File: src/rtl/flash_ws_pkg.sv
package flash_ws_pkg;

  typedef enum logic [1:0] {
    OP_PROG = 2'd0,
    OP_SECT = 2'd1,
    OP_BLK  = 2'd2,
    OP_CHIP = 2'd3
  } op_e;

  typedef enum logic [2:0] {
    SQ_IDLE = 3'd0,
    SQ_U1   = 3'd1,
    SQ_U2   = 3'd2,
    SQ_PRG  = 3'd3,
    SQ_E1   = 3'd4,
    SQ_E2   = 3'd5,
    SQ_E3   = 3'd6
  } seq_e;

  localparam logic [14:0] KEY_HI = 15'h5555;
  localparam logic [14:0] KEY_LO = 15'h2AAA;

  localparam logic [7:0] CD_UNL1  = 8'hAA;
  localparam logic [7:0] CD_UNL2  = 8'h55;
  localparam logic [7:0] CD_PROG  = 8'hA0;
  localparam logic [7:0] CD_ERASE = 8'h80;
  localparam logic [7:0] CD_SECT  = 8'h30;
  localparam logic [7:0] CD_BLK   = 8'h50;
  localparam logic [7:0] CD_CHIP  = 8'h10;

  // duration in cycles of one internal operation
  function automatic int op_cycles(input op_e op, input int tp, input int te, input int tc);
    case (op)
      OP_PROG: op_cycles = tp;
      OP_CHIP: op_cycles = tc;
      default: op_cycles = te;
    endcase
  endfunction

  // does word index idx fall inside the region an operation on tgt touches
  function automatic logic region_hit(input int unsigned idx, input int unsigned tgt,
                                      input op_e op, input int sect_lw, input int blk_lw);
    case (op)
      OP_PROG: region_hit = (idx == tgt);
      OP_SECT: region_hit = ((idx >> sect_lw) == (tgt >> sect_lw));
      OP_BLK:  region_hit = ((idx >> blk_lw) == (tgt >> blk_lw));
      default: region_hit = 1'b1;
    endcase
  endfunction

  // status word returned by a read while an operation is running
  function automatic logic [15:0] status_word(input op_e op, input logic prog_b7, input logic tgl);
    status_word    = 16'h0000;
    status_word[7] = (op == OP_PROG) ? ~prog_b7 : 1'b0;
    status_word[6] = tgl;
  endfunction

endpackage

File: src/rtl/flash_ws_cmdseq.sv
module flash_ws_cmdseq
  import flash_ws_pkg::*;
#(
  parameter int AW = 16
) (
  input  logic          clk,
  input  logic          rst_n,
  input  logic          busy_i,
  input  logic          wr_en_i,
  input  logic [AW-1:0] wr_addr_i,
  input  logic [15:0]   wr_data_i,
  output logic          launch_o,
  output op_e           op_o,
  output logic [AW-1:0] tgt_o,
  output logic [15:0]   word_o
);

  seq_e       st_q, st_d;
  logic       take;
  logic       at_hi, at_lo;
  logic [7:0] code;
  logic       erase_code_ok;
  logic       unused_addr_hi;

  assign take           = wr_en_i && !busy_i;
  assign at_hi          = (wr_addr_i[14:0] == KEY_HI);
  assign at_lo          = (wr_addr_i[14:0] == KEY_LO);
  assign code           = wr_data_i[7:0];
  assign unused_addr_hi = ^wr_addr_i[AW-1:15];

  assign erase_code_ok = (code == CD_SECT) || (code == CD_BLK) ||
                         ((code == CD_CHIP) && at_hi);

  always_comb begin
    st_d = st_q;
    if (take) begin
      case (st_q)
        SQ_IDLE: st_d = (at_hi && code == CD_UNL1) ? SQ_U1 : SQ_IDLE;
        SQ_U1:   st_d = (at_lo && code == CD_UNL2) ? SQ_U2 : SQ_IDLE;
        SQ_U2: begin
          if (at_hi && code == CD_PROG)       st_d = SQ_PRG;
          else if (at_hi && code == CD_ERASE) st_d = SQ_E1;
          else                                st_d = SQ_IDLE;
        end
        SQ_E1:   st_d = (at_hi && code == CD_UNL1) ? SQ_E2 : SQ_IDLE;
        SQ_E2:   st_d = (at_lo && code == CD_UNL2) ? SQ_E3 : SQ_IDLE;
        default: st_d = SQ_IDLE;
      endcase
    end
  end

  always_ff @(posedge clk) begin
    if (!rst_n) st_q <= SQ_IDLE;
    else        st_q <= st_d;
  end

  assign launch_o = take && ((st_q == SQ_PRG) || ((st_q == SQ_E3) && erase_code_ok));

  always_comb begin
    if (st_q == SQ_PRG)        op_o = OP_PROG;
    else if (code == CD_SECT)  op_o = OP_SECT;
    else if (code == CD_BLK)   op_o = OP_BLK;
    else                       op_o = OP_CHIP;
  end

  assign tgt_o  = wr_addr_i;
  assign word_o = wr_data_i;

  AST_SEQ_FROZEN: assert property (@(posedge clk) disable iff (!rst_n)
    busy_i |=> $stable(st_q));
  AST_SEQ_ABORT: assert property (@(posedge clk) disable iff (!rst_n)
    (take && st_q == SQ_U1 && !(at_lo && code == CD_UNL2)) |=> (st_q == SQ_IDLE));

endmodule

File: src/rtl/flash_ws_timer.sv
module flash_ws_timer
  import flash_ws_pkg::*;
#(
  parameter int T_PROG  = 8,
  parameter int T_ERASE = 20,
  parameter int T_CHIP  = 40
) (
  input  logic clk,
  input  logic rst_n,
  input  logic launch_i,
  input  op_e  op_i,
  output logic busy_o,
  output logic done_o,
  output op_e  op_q_o
);

  localparam int TMAX = (T_PROG > T_ERASE) ? ((T_PROG > T_CHIP) ? T_PROG : T_CHIP)
                                           : ((T_ERASE > T_CHIP) ? T_ERASE : T_CHIP);
  localparam int CW   = $clog2(TMAX + 1);

  logic [CW-1:0] cnt_q;
  logic          busy_q;
  op_e           op_q;

  always_ff @(posedge clk) begin
    if (!rst_n) begin
      busy_q <= 1'b0;
      cnt_q  <= '0;
      op_q   <= OP_PROG;
    end else if (launch_i) begin
      busy_q <= 1'b1;
      cnt_q  <= CW'(op_cycles(op_i, T_PROG, T_ERASE, T_CHIP) - 1);
      op_q   <= op_i;
    end else if (busy_q) begin
      if (cnt_q == '0) busy_q <= 1'b0;
      else             cnt_q  <= cnt_q - 1'b1;
    end
  end

  assign busy_o = busy_q;
  assign done_o = busy_q && (cnt_q == '0);
  assign op_q_o = op_q;

  AST_LAUNCH_IDLE: assert property (@(posedge clk) disable iff (!rst_n)
    launch_i |-> !busy_q);
  AST_BUSY_START: assert property (@(posedge clk) disable iff (!rst_n)
    launch_i |=> busy_q);

endmodule

File: src/rtl/flash_ws_array.sv
module flash_ws_array
  import flash_ws_pkg::*;
#(
  parameter int ARR_W   = 6,
  parameter int SECT_LW = 2,
  parameter int BLK_LW  = 4
) (
  input  logic             clk,
  input  logic             rst_n,
  input  logic             launch_i,
  input  logic [ARR_W-1:0] tgt_i,
  input  logic [15:0]      word_i,
  input  op_e              op_i,
  input  logic             done_i,
  input  logic [ARR_W-1:0] rd_addr_i,
  output logic [15:0]      rd_word_o,
  output logic             prog_b7_o
);

  localparam int DEPTH = 1 << ARR_W;

  logic [15:0]      mem_q [DEPTH];
  logic [ARR_W-1:0] tgt_q;
  logic [15:0]      word_q;
  logic [DEPTH-1:0] hit;

  for (genvar g = 0; g < DEPTH; g++) begin : g_hit
    assign hit[g] = region_hit(g, 32'(tgt_q), op_i, SECT_LW, BLK_LW);
  end

  always_ff @(posedge clk) begin
    if (!rst_n) begin
      tgt_q  <= '0;
      word_q <= 16'h0000;
    end else if (launch_i) begin
      tgt_q  <= tgt_i;
      word_q <= word_i;
    end
  end

  always_ff @(posedge clk) begin
    if (!rst_n) begin
      for (int i = 0; i < DEPTH; i++) mem_q[i] <= 16'hFFFF;
    end else if (done_i) begin
      for (int i = 0; i < DEPTH; i++) begin
        if (hit[i]) mem_q[i] <= (op_i == OP_PROG) ? word_q : 16'hFFFF;
      end
    end
  end

  assign rd_word_o = mem_q[rd_addr_i];
  assign prog_b7_o = word_q[7];

  AST_PROG_LAND: assert property (@(posedge clk) disable iff (!rst_n)
    (done_i && op_i == OP_PROG) |=> (mem_q[tgt_q] == word_q));
  AST_ERASE_FILL: assert property (@(posedge clk) disable iff (!rst_n)
    (done_i && op_i != OP_PROG) |=> (mem_q[tgt_q] == 16'hFFFF));

endmodule

File: src/rtl/flash_ws_rdport.sv
module flash_ws_rdport
  import flash_ws_pkg::*;
(
  input  logic        clk,
  input  logic        rst_n,
  input  logic        launch_i,
  input  logic        busy_i,
  input  op_e         op_i,
  input  logic        prog_b7_i,
  input  logic        rd_en_i,
  input  logic [15:0] arr_word_i,
  output logic [15:0] rd_data_o
);

  logic        tgl_q;
  logic [15:0] rd_q;

  always_ff @(posedge clk) begin
    if (!rst_n) begin
      tgl_q <= 1'b0;
      rd_q  <= 16'h0000;
    end else begin
      if (launch_i)                tgl_q <= 1'b0;
      else if (rd_en_i && busy_i)  tgl_q <= ~tgl_q;
      if (rd_en_i)
        rd_q <= busy_i ? status_word(op_i, prog_b7_i, ~tgl_q) : arr_word_i;
    end
  end

  assign rd_data_o = rd_q;

  AST_STATUS_ZERO: assert property (@(posedge clk) disable iff (!rst_n)
    (rd_en_i && busy_i) |=> (rd_data_o[15:8] == 8'h00 && rd_data_o[5:0] == 6'h00));
  AST_ERASE_DQ7: assert property (@(posedge clk) disable iff (!rst_n)
    (rd_en_i && busy_i && op_i != OP_PROG) |=> !rd_data_o[7]);
  AST_PROG_DQ7: assert property (@(posedge clk) disable iff (!rst_n)
    (rd_en_i && busy_i && op_i == OP_PROG) |=> (rd_data_o[7] == !$past(prog_b7_i)));
  AST_TGL_CLEAR: assert property (@(posedge clk) disable iff (!rst_n)
    launch_i |=> !tgl_q);
  AST_RD_HOLD: assert property (@(posedge clk) disable iff (!rst_n)
    !rd_en_i |=> $stable(rd_data_o));

endmodule

File: src/rtl/flash_wstat_gen.sv
module flash_wstat_gen
  import flash_ws_pkg::*;
#(
  parameter int AW      = 16,
  parameter int ARR_W   = 6,
  parameter int SECT_LW = 2,
  parameter int BLK_LW  = 4,
  parameter int T_PROG  = 8,
  parameter int T_ERASE = 20,
  parameter int T_CHIP  = 40
) (
  input  logic          clk,
  input  logic          rst_n,
  input  logic          wr_en,
  input  logic [AW-1:0] wr_addr,
  input  logic [15:0]   wr_data,
  input  logic          rd_en,
  input  logic [AW-1:0] rd_addr,
  output logic [15:0]   rd_data,
  output logic          busy
);

  logic          launch;
  op_e           op_new;
  op_e           op_run;
  logic [AW-1:0] tgt_new;
  logic [15:0]   word_new;
  logic          busy_w;
  logic          done_w;
  logic          prog_b7;
  logic [15:0]   arr_word;
  logic          unused_bits;

  assign unused_bits = ^{rd_addr[AW-1:ARR_W], tgt_new[AW-1:ARR_W]};

  flash_ws_cmdseq #(.AW(AW)) u_seq (
    .clk       (clk),
    .rst_n     (rst_n),
    .busy_i    (busy_w),
    .wr_en_i   (wr_en),
    .wr_addr_i (wr_addr),
    .wr_data_i (wr_data),
    .launch_o  (launch),
    .op_o      (op_new),
    .tgt_o     (tgt_new),
    .word_o    (word_new)
  );

  flash_ws_timer #(.T_PROG(T_PROG), .T_ERASE(T_ERASE), .T_CHIP(T_CHIP)) u_tmr (
    .clk      (clk),
    .rst_n    (rst_n),
    .launch_i (launch),
    .op_i     (op_new),
    .busy_o   (busy_w),
    .done_o   (done_w),
    .op_q_o   (op_run)
  );

  flash_ws_array #(.ARR_W(ARR_W), .SECT_LW(SECT_LW), .BLK_LW(BLK_LW)) u_arr (
    .clk       (clk),
    .rst_n     (rst_n),
    .launch_i  (launch),
    .tgt_i     (tgt_new[ARR_W-1:0]),
    .word_i    (word_new),
    .op_i      (op_run),
    .done_i    (done_w),
    .rd_addr_i (rd_addr[ARR_W-1:0]),
    .rd_word_o (arr_word),
    .prog_b7_o (prog_b7)
  );

  flash_ws_rdport u_rd (
    .clk        (clk),
    .rst_n      (rst_n),
    .launch_i   (launch),
    .busy_i     (busy_w),
    .op_i       (op_run),
    .prog_b7_i  (prog_b7),
    .rd_en_i    (rd_en),
    .arr_word_i (arr_word),
    .rd_data_o  (rd_data)
  );

  assign busy = busy_w;

endmodule

File: config.mk
export PLATFORM = sky130hd
export DESIGN_NAME = flash_wstat_gen
export DESIGN_NICKNAME = d
export VERILOG_FILES = /design/src/rtl/flash_ws_pkg.sv /design/src/rtl/flash_ws_cmdseq.sv /design/src/rtl/flash_ws_timer.sv /design/src/rtl/flash_ws_array.sv /design/src/rtl/flash_ws_rdport.sv /design/src/rtl/flash_wstat_gen.sv
export SDC_FILE = /design/constraint.sdc
export NUM_CORES = 1
export LEC_CHECK = 0
export CAP_MARGIN = 20
export CORE_MARGIN = 2
export CORE_UTILIZATION = 35
export CTS_CLUSTER_DIAMETER = 150
export CTS_CLUSTER_SIZE = 8
export DETAILED_ROUTE_END_ITERATION = 12
export PLACE_DENSITY = 0.5
export SLEW_MARGIN = 5
export SYNTH_ARGS = -nofsm -noshare
export SYNTH_HDL_FRONTEND = slang
export SYNTH_SLANG_ARGS = --single-unit
export TNS_END_PERCENT = 1
File: constraint.sdc
create_clock -name clk -period 5.2 [get_ports clk]
set_input_delay 0.78 -clock clk [delete_from_list [all_inputs] [get_ports clk]]
set_output_delay 0.78 -clock clk [all_outputs]
set_load 0.02 [all_outputs]
# [Word level (Yosys, flattened, before mapping)]
# Memory sizes are Yosys's and may differ from the RTL's.
# Cells that the tools add are included.
[classes] n_addsub=2 n_mul=0 n_div=0 magnitude_cmp=0 n_eq_ne=100 shift=0 n_mux=407 bitwise=67 n_reduce_logical=24
[op_table] operator="two-way mux 16 bit" n=66
[op_table] operator="two-way mux 1 bit" n=263
[op_table] operator="== test 6 bit, first input constant" n=32
[op_table] operator="case mux 1 bit (3 select lines)" n=64
[op_table] operator="== test 5 x 6 -> 1 bit, first input constant" n=16
[op_table] operator="zero test 32 bit" n=2
[op_table] operator="OR 1 bit" n=64
[op_table] operator="== test 4 x 6 -> 1 bit, first input constant" n=8
[op_table] operator="== test 4 bit, first input constant" n=8
[op_table] operator="two-way mux 6 bit" n=5
[op_table] operator="== test 3 x 6 -> 1 bit, first input constant" n=4
[op_table] operator="== test 8 bit, second input constant" n=3
[op_table] operator="== test 3 x 4 -> 1 bit, first input constant" n=4
[op_table] operator="== test 8 x 7 -> 1 bit, second input constant" n=2
[op_table] operator="== test 15 x 14 -> 1 bit, second input constant" n=1
[op_table] operator="== test 15 bit, second input constant" n=1
[op_table] operator="case mux 3 bit (5 select lines)" n=1
[op_table] operator="== test 2 x 6 -> 1 bit, first input constant" n=2
[op_table] operator="zero test 6 bit" n=2
[op_table] operator="two-way mux 3 bit" n=4
[op_table] operator="case mux 6 bit (2 select lines)" n=1
[op_table] operator="logical AND 1 bit" n=10
[op_table] operator="== test 3 bit, second input constant" n=3
[op_table] operator="== test 2 x 4 -> 1 bit, first input constant" n=2
[op_table] operator="other kinds (22)" n=32
[word_totals] ff_bits=51 latch_bits=0 ramBits=1024 romBits=0 out_inout_bits=17 mem_count=1
[mem_list] memory="u_arr.mem_q" depth=64 word_bits=16 read_ports=1 rd_clocked_by_memory_dff=0 wr=64 line="flash_ws_array.sv:22" rtl="logic [15:0] mem_q [DEPTH];"

# [Logic depth before layout (Yosys ltp)]
[logic_depth] word_depth=10 ltp_mapped=10 depth_no_buf=7

# [Modules after synthesis]
# From an unflattened synthesis, not the netlist that was laid out.
[hier_totals] cells_unflattened=2828 area_unflattened_um2=45526.2
[modules_own_cells] module="flash_ws_array" n_inst=1 cells_each=2613 area_each_um2=43604.3
[modules_own_cells] module="flash_ws_rdport" n_inst=1 cells_each=77 area_each_um2=752.0
[modules_own_cells] module="flash_ws_cmdseq" n_inst=1 cells_each=83 area_each_um2=671.9
[modules_own_cells] module="flash_ws_timer" n_inst=1 cells_each=55 area_each_um2=498.0

# [Least setup slack after synthesis]
# OpenSTA, ideal clock, no wires.
[synth_timing] path_type="register -> register" from="reg u_arr.tgt_q[4]" to="mem u_arr.mem_q[48][0] (enable)" setup_time_ns=0.411 arrival_time_ns=2.553 slack_ns=2.235 path_stages_with_launch=6 synth_period_minus_slack_ns=2.965 cell_sequence="dfxtp_1 > nand2_1 > nor3_1 > clkbuf_1 > a21oi_1 > o21ai_0"
[synth_lines] element="start: declaration" line="flash_ws_array.sv:23" rtl="logic [ARR_W-1:0] tgt_q;"
[synth_lines] element="start signal: assignment" line="flash_ws_array.sv:36" rtl="tgt_q <= tgt_i;"
[synth_lines] element="end: declaration" line="flash_ws_array.sv:22"

==> impl_metrics.env <==
export IMPL_run_status="complete, no violations"
export IMPL_crit_arrival_ns=4.15
export IMPL_via_count=26150
export IMPL_cp_top_family="simple AND/OR/NAND/NOR gates"
export IMPL_hold_violations=0
export IMPL_fmaxAchievable_ghz=0.2643
export IMPL_core_area_mm2=0.1277
export IMPL_synthCells=2812
export IMPL_setup_viol=0
export IMPL_drc=0
export IMPL_chipWidth_um=362.8
export IMPL_area_growth_pct=16.29
export IMPL_tns_ns=0
export IMPL_ant_nets=0
export IMPL_synth_enable_flop_cells=1024
export IMPL_holdCritPathClass="primary input to flip-flop"
export IMPL_grt_total_usage_pct=20.35
export IMPL_grt_pass1_vias=26240
export IMPL_crit_type="flip-flop to flip-flop"
export IMPL_htree_levels=4
export IMPL_crit_chain="inv_1 -> ha_1 -> nand2b_1 -> nor4_1 -> nand2_4 -> a21oi_1 -> buf_4 -> nand2b_1"
export IMPL_post_route_util_pct=41.03
export IMPL_p_sw_uw=4612
export IMPL_io_pins=69
export IMPL_timing_final_crit_share_pct=72.77
export IMPL_final_layout_size_suffix_gt1_share_pct=21.02
export IMPL_post_cts_resized=0
export IMPL_critPathCaptureType="flip-flop"
export IMPL_syn_area_mm2=0.04505
export IMPL_pre_cts_slack_ns=1.223
export IMPL_die_h_um=362.8
export IMPL_antenna_found_initial=5
export IMPL_power_frac_comb_pct=6.4
export IMPL_syn_area_per_cell_um2=16.02
export IMPL_tightest_slew_ns=1.115
export IMPL_rows=131
export IMPL_vias_per_cell=5.607
export IMPL_fin_skew_ns=0.04060
export IMPL_place_gp_congestion=0.8914
export IMPL_cts_setup_buffers=0
export IMPL_clkSinkCount=1075
export IMPL_cp_max_fo=64
export IMPL_cts_hold_fix_buffers=0
export IMPL_cap_violations=0
export IMPL_power_frac_seq_pct=48.8
export IMPL_cts_buffers=152
export IMPL_portBuffers=57
export IMPL_dr_pass1_iters=6
export IMPL_grt_pass1_wl_mm=191.0
export IMPL_switching_share_pct=22.94
export IMPL_cp_common_cell="nand2b_1"
export IMPL_crit_slowest_cell="nand2b_1"
export IMPL_antenna_cells=0
export IMPL_intPower_uw=15500
export IMPL_worstPathRequired_ns=5.57
export IMPL_clock_latency_ns=0.76
export IMPL_min_from="rd_addr[3]"
export IMPL_ir_drop_mv=0.2292
export IMPL_clkTransAtPathRegs_ns=0.05
export IMPL_grt_ovfl_total=0
export IMPL_relSlewSlack_pct=24.96
export IMPL_start_kind="flip-flop"
export IMPL_start_util_pct=35.28
export IMPL_yosys_register_bits=1075
export IMPL_p_leak_uw=0.01585
export IMPL_dieArea_mm2=0.1316
export IMPL_r2r_start="u_tmr.cnt_q[0]$_SDFFE_PN0P_"
export IMPL_grt_max_degree=81
export IMPL_power_frac_clock_pct=44.8
export IMPL_worst_path_buf_inv=2
export IMPL_drt_iter0_drc=2945
export IMPL_clockRootBuffer="clkbuf_16"
export IMPL_slowest_delay_ns=0.81
export IMPL_final_nets=3000
export IMPL_worstSetupStartpoint="u_tmr.cnt_q[0]$_SDFFE_PN0P_"
export IMPL_fin_crit_ns=3.784
export IMPL_ys_flop_type="edfxtp_1"
export IMPL_clockBufferDepth=3
export IMPL_ys_warn_count=0
export IMPL_ys_seq_area_share_pct=70.53
export IMPL_power_total_uw=20110
export IMPL_rsz0062_at_grt="no"
export IMPL_syn_nets=2866
export IMPL_layout_cells_most_common_list="1024 x edfxtp_1, 614 x nand2_1, 231 x mux4_2, 152 x clkbuf_16, 121 x buf_4"
export IMPL_async_flop_share_pct=0
export IMPL_final_common_cell="edfxtp_1"
export IMPL_slew_violations=0
export IMPL_fin_ws_ns=1.416
export IMPL_finalWirelength_mm=133.7
export IMPL_ys_types=70
export IMPL_cts_tree="built"
export IMPL_wl_per_cell_um=28.67
export IMPL_powerDensity_mw_per_mm2=383.9
export IMPL_dp_hpwl_mm=83.83
[worst paths after layout]
kind	slack, ns	cells after the start	end
setup / recovery	1.42	8	u_arr.mem_q[27][14]$_SDFFCE_PN1P_
hold / removal	0.49	3	u_rd.rd_data_o[0]$_SDFFE_PN0P_
setup reg to reg	1.42	8	u_arr.mem_q[27][14]$_SDFFCE_PN1P_
hold reg to reg	0.50	2	u_tmr.cnt_q[2]$_SDFFE_PN0P_
[cells in the mapped netlist, types with 12 or more instances]
master / count / share of area, %
edfxtp_1: 1024 / 68
nand2_1: 615 / 5.1
mux4_2: 231 / 12
clkbuf_1: 107 / 0.89
a21oi_1: 90 / 1.0
o21ai_0: 79 / 0.88
buf_2: 63 / 0.70
mux2i_1: 55 / 1.2
dfxtp_1: 51 / 2.3
nand2b_1: 49 / 0.68
nor2_1: 48 / 0.40
nand3_1: 37 / 0.41
a22o_1: 29 / 0.56
inv_1: 26 / 0.22
buf_4: 23 / 0.38
a221oi_1: 22 / 0.43
o22ai_1: 22 / 0.31
a31oi_1: 21 / 0.29
a21oi_2: 20 / 0.39
nor2b_1: 19 / 0.26
nor3_1: 13 / 0.14
a22oi_1: 12 / 0.20
mux4_1: 12 / 0.70
[flip-flops by register name (all words and copies together), names as in the netlist]
register / flops
u_arr.mem_q: 1024
u_arr.word_q: 16
u_rd.rd_data_o: 16
u_arr.tgt_q: 6
u_tmr.cnt_q: 6
u_seq.st_q: 3
u_tmr.op_q_o: 2
u_rd.tgl_q: 1
u_tmr.busy_o: 1
[logic make-up (layout without fill, tap and decap cells)]
logic type | Yosys count | count (layout) | share of synthesized area [%]
and+or+nand+nor | 835 | 835 | 7.916
adders and majority gates | 2 | 2 | 0.05554
muxes | 309 | 309 | 13.75
xor gates and xnor gates | 5 | 5 | 0.09723
DFF | 1075 | 1075 | 70.53
buffers and inverters | 239 | 429 | 2.578
AOI/OAI and AO/OA | 347 | 347 | 5.078
[power by group through the flow]
| stage | sequential [uW] | clock, uW | combinational, uW |
|---|---|---|---|
| after floorplan | 9960 | 0 | 702 |
| after global placement | 9960 | 0 | 1260 |
| after detailed placement | 9980 | 0 | 1280 |
| after CTS | 9810 | 9170 | 1280 |
| after global routing | 9820 | 9530 | 1340 |
| final | 9810 | 9020 | 1280 |
[tightest hold or removal path, stage by stage]
cell	delay [ns]
buf_4	0.19
nand4_1	0.11
a221o_1	0.13
[routing by layer]
metal / global-route usage (%) / share of wire (%) / vias to the layer above
li1: - / - / 11120
met3: 3.814 / 7.6 / 191
met2: 31.24 / 46 / 1102
met4: 6.265 / 2.6 / 2
met5: 0 / 0.0082 / -
met1: 29.32 / 44 / 13740
[metrics by stage]
stage | hold slack, ns | cells | cell area, um2
2_1_floorplan | 0.4543 | 2812 | 45050
3_3_place_gp | 0.4947 | 4442 | 47930
3_5_place_dp | 0.4916 | 4446 | 48000
4_1_cts | 0.4424 | 4656 | 52270
5_1_grt | 0.4948 | 4664 | 52380
6_report | 0.4860 | 4664 | 52380
[layout make-up]
type	count	area [um2]
clock buffers	194	3961
clock inverters	16	306.5
fillers	11350	75300
inverters	26	97.59
multi-input cells	1498	12400
flip-flops and latches	1075	31770
well taps	1662	2079
repair buffers	193	1768
Power figures use the tool's default switching activity.
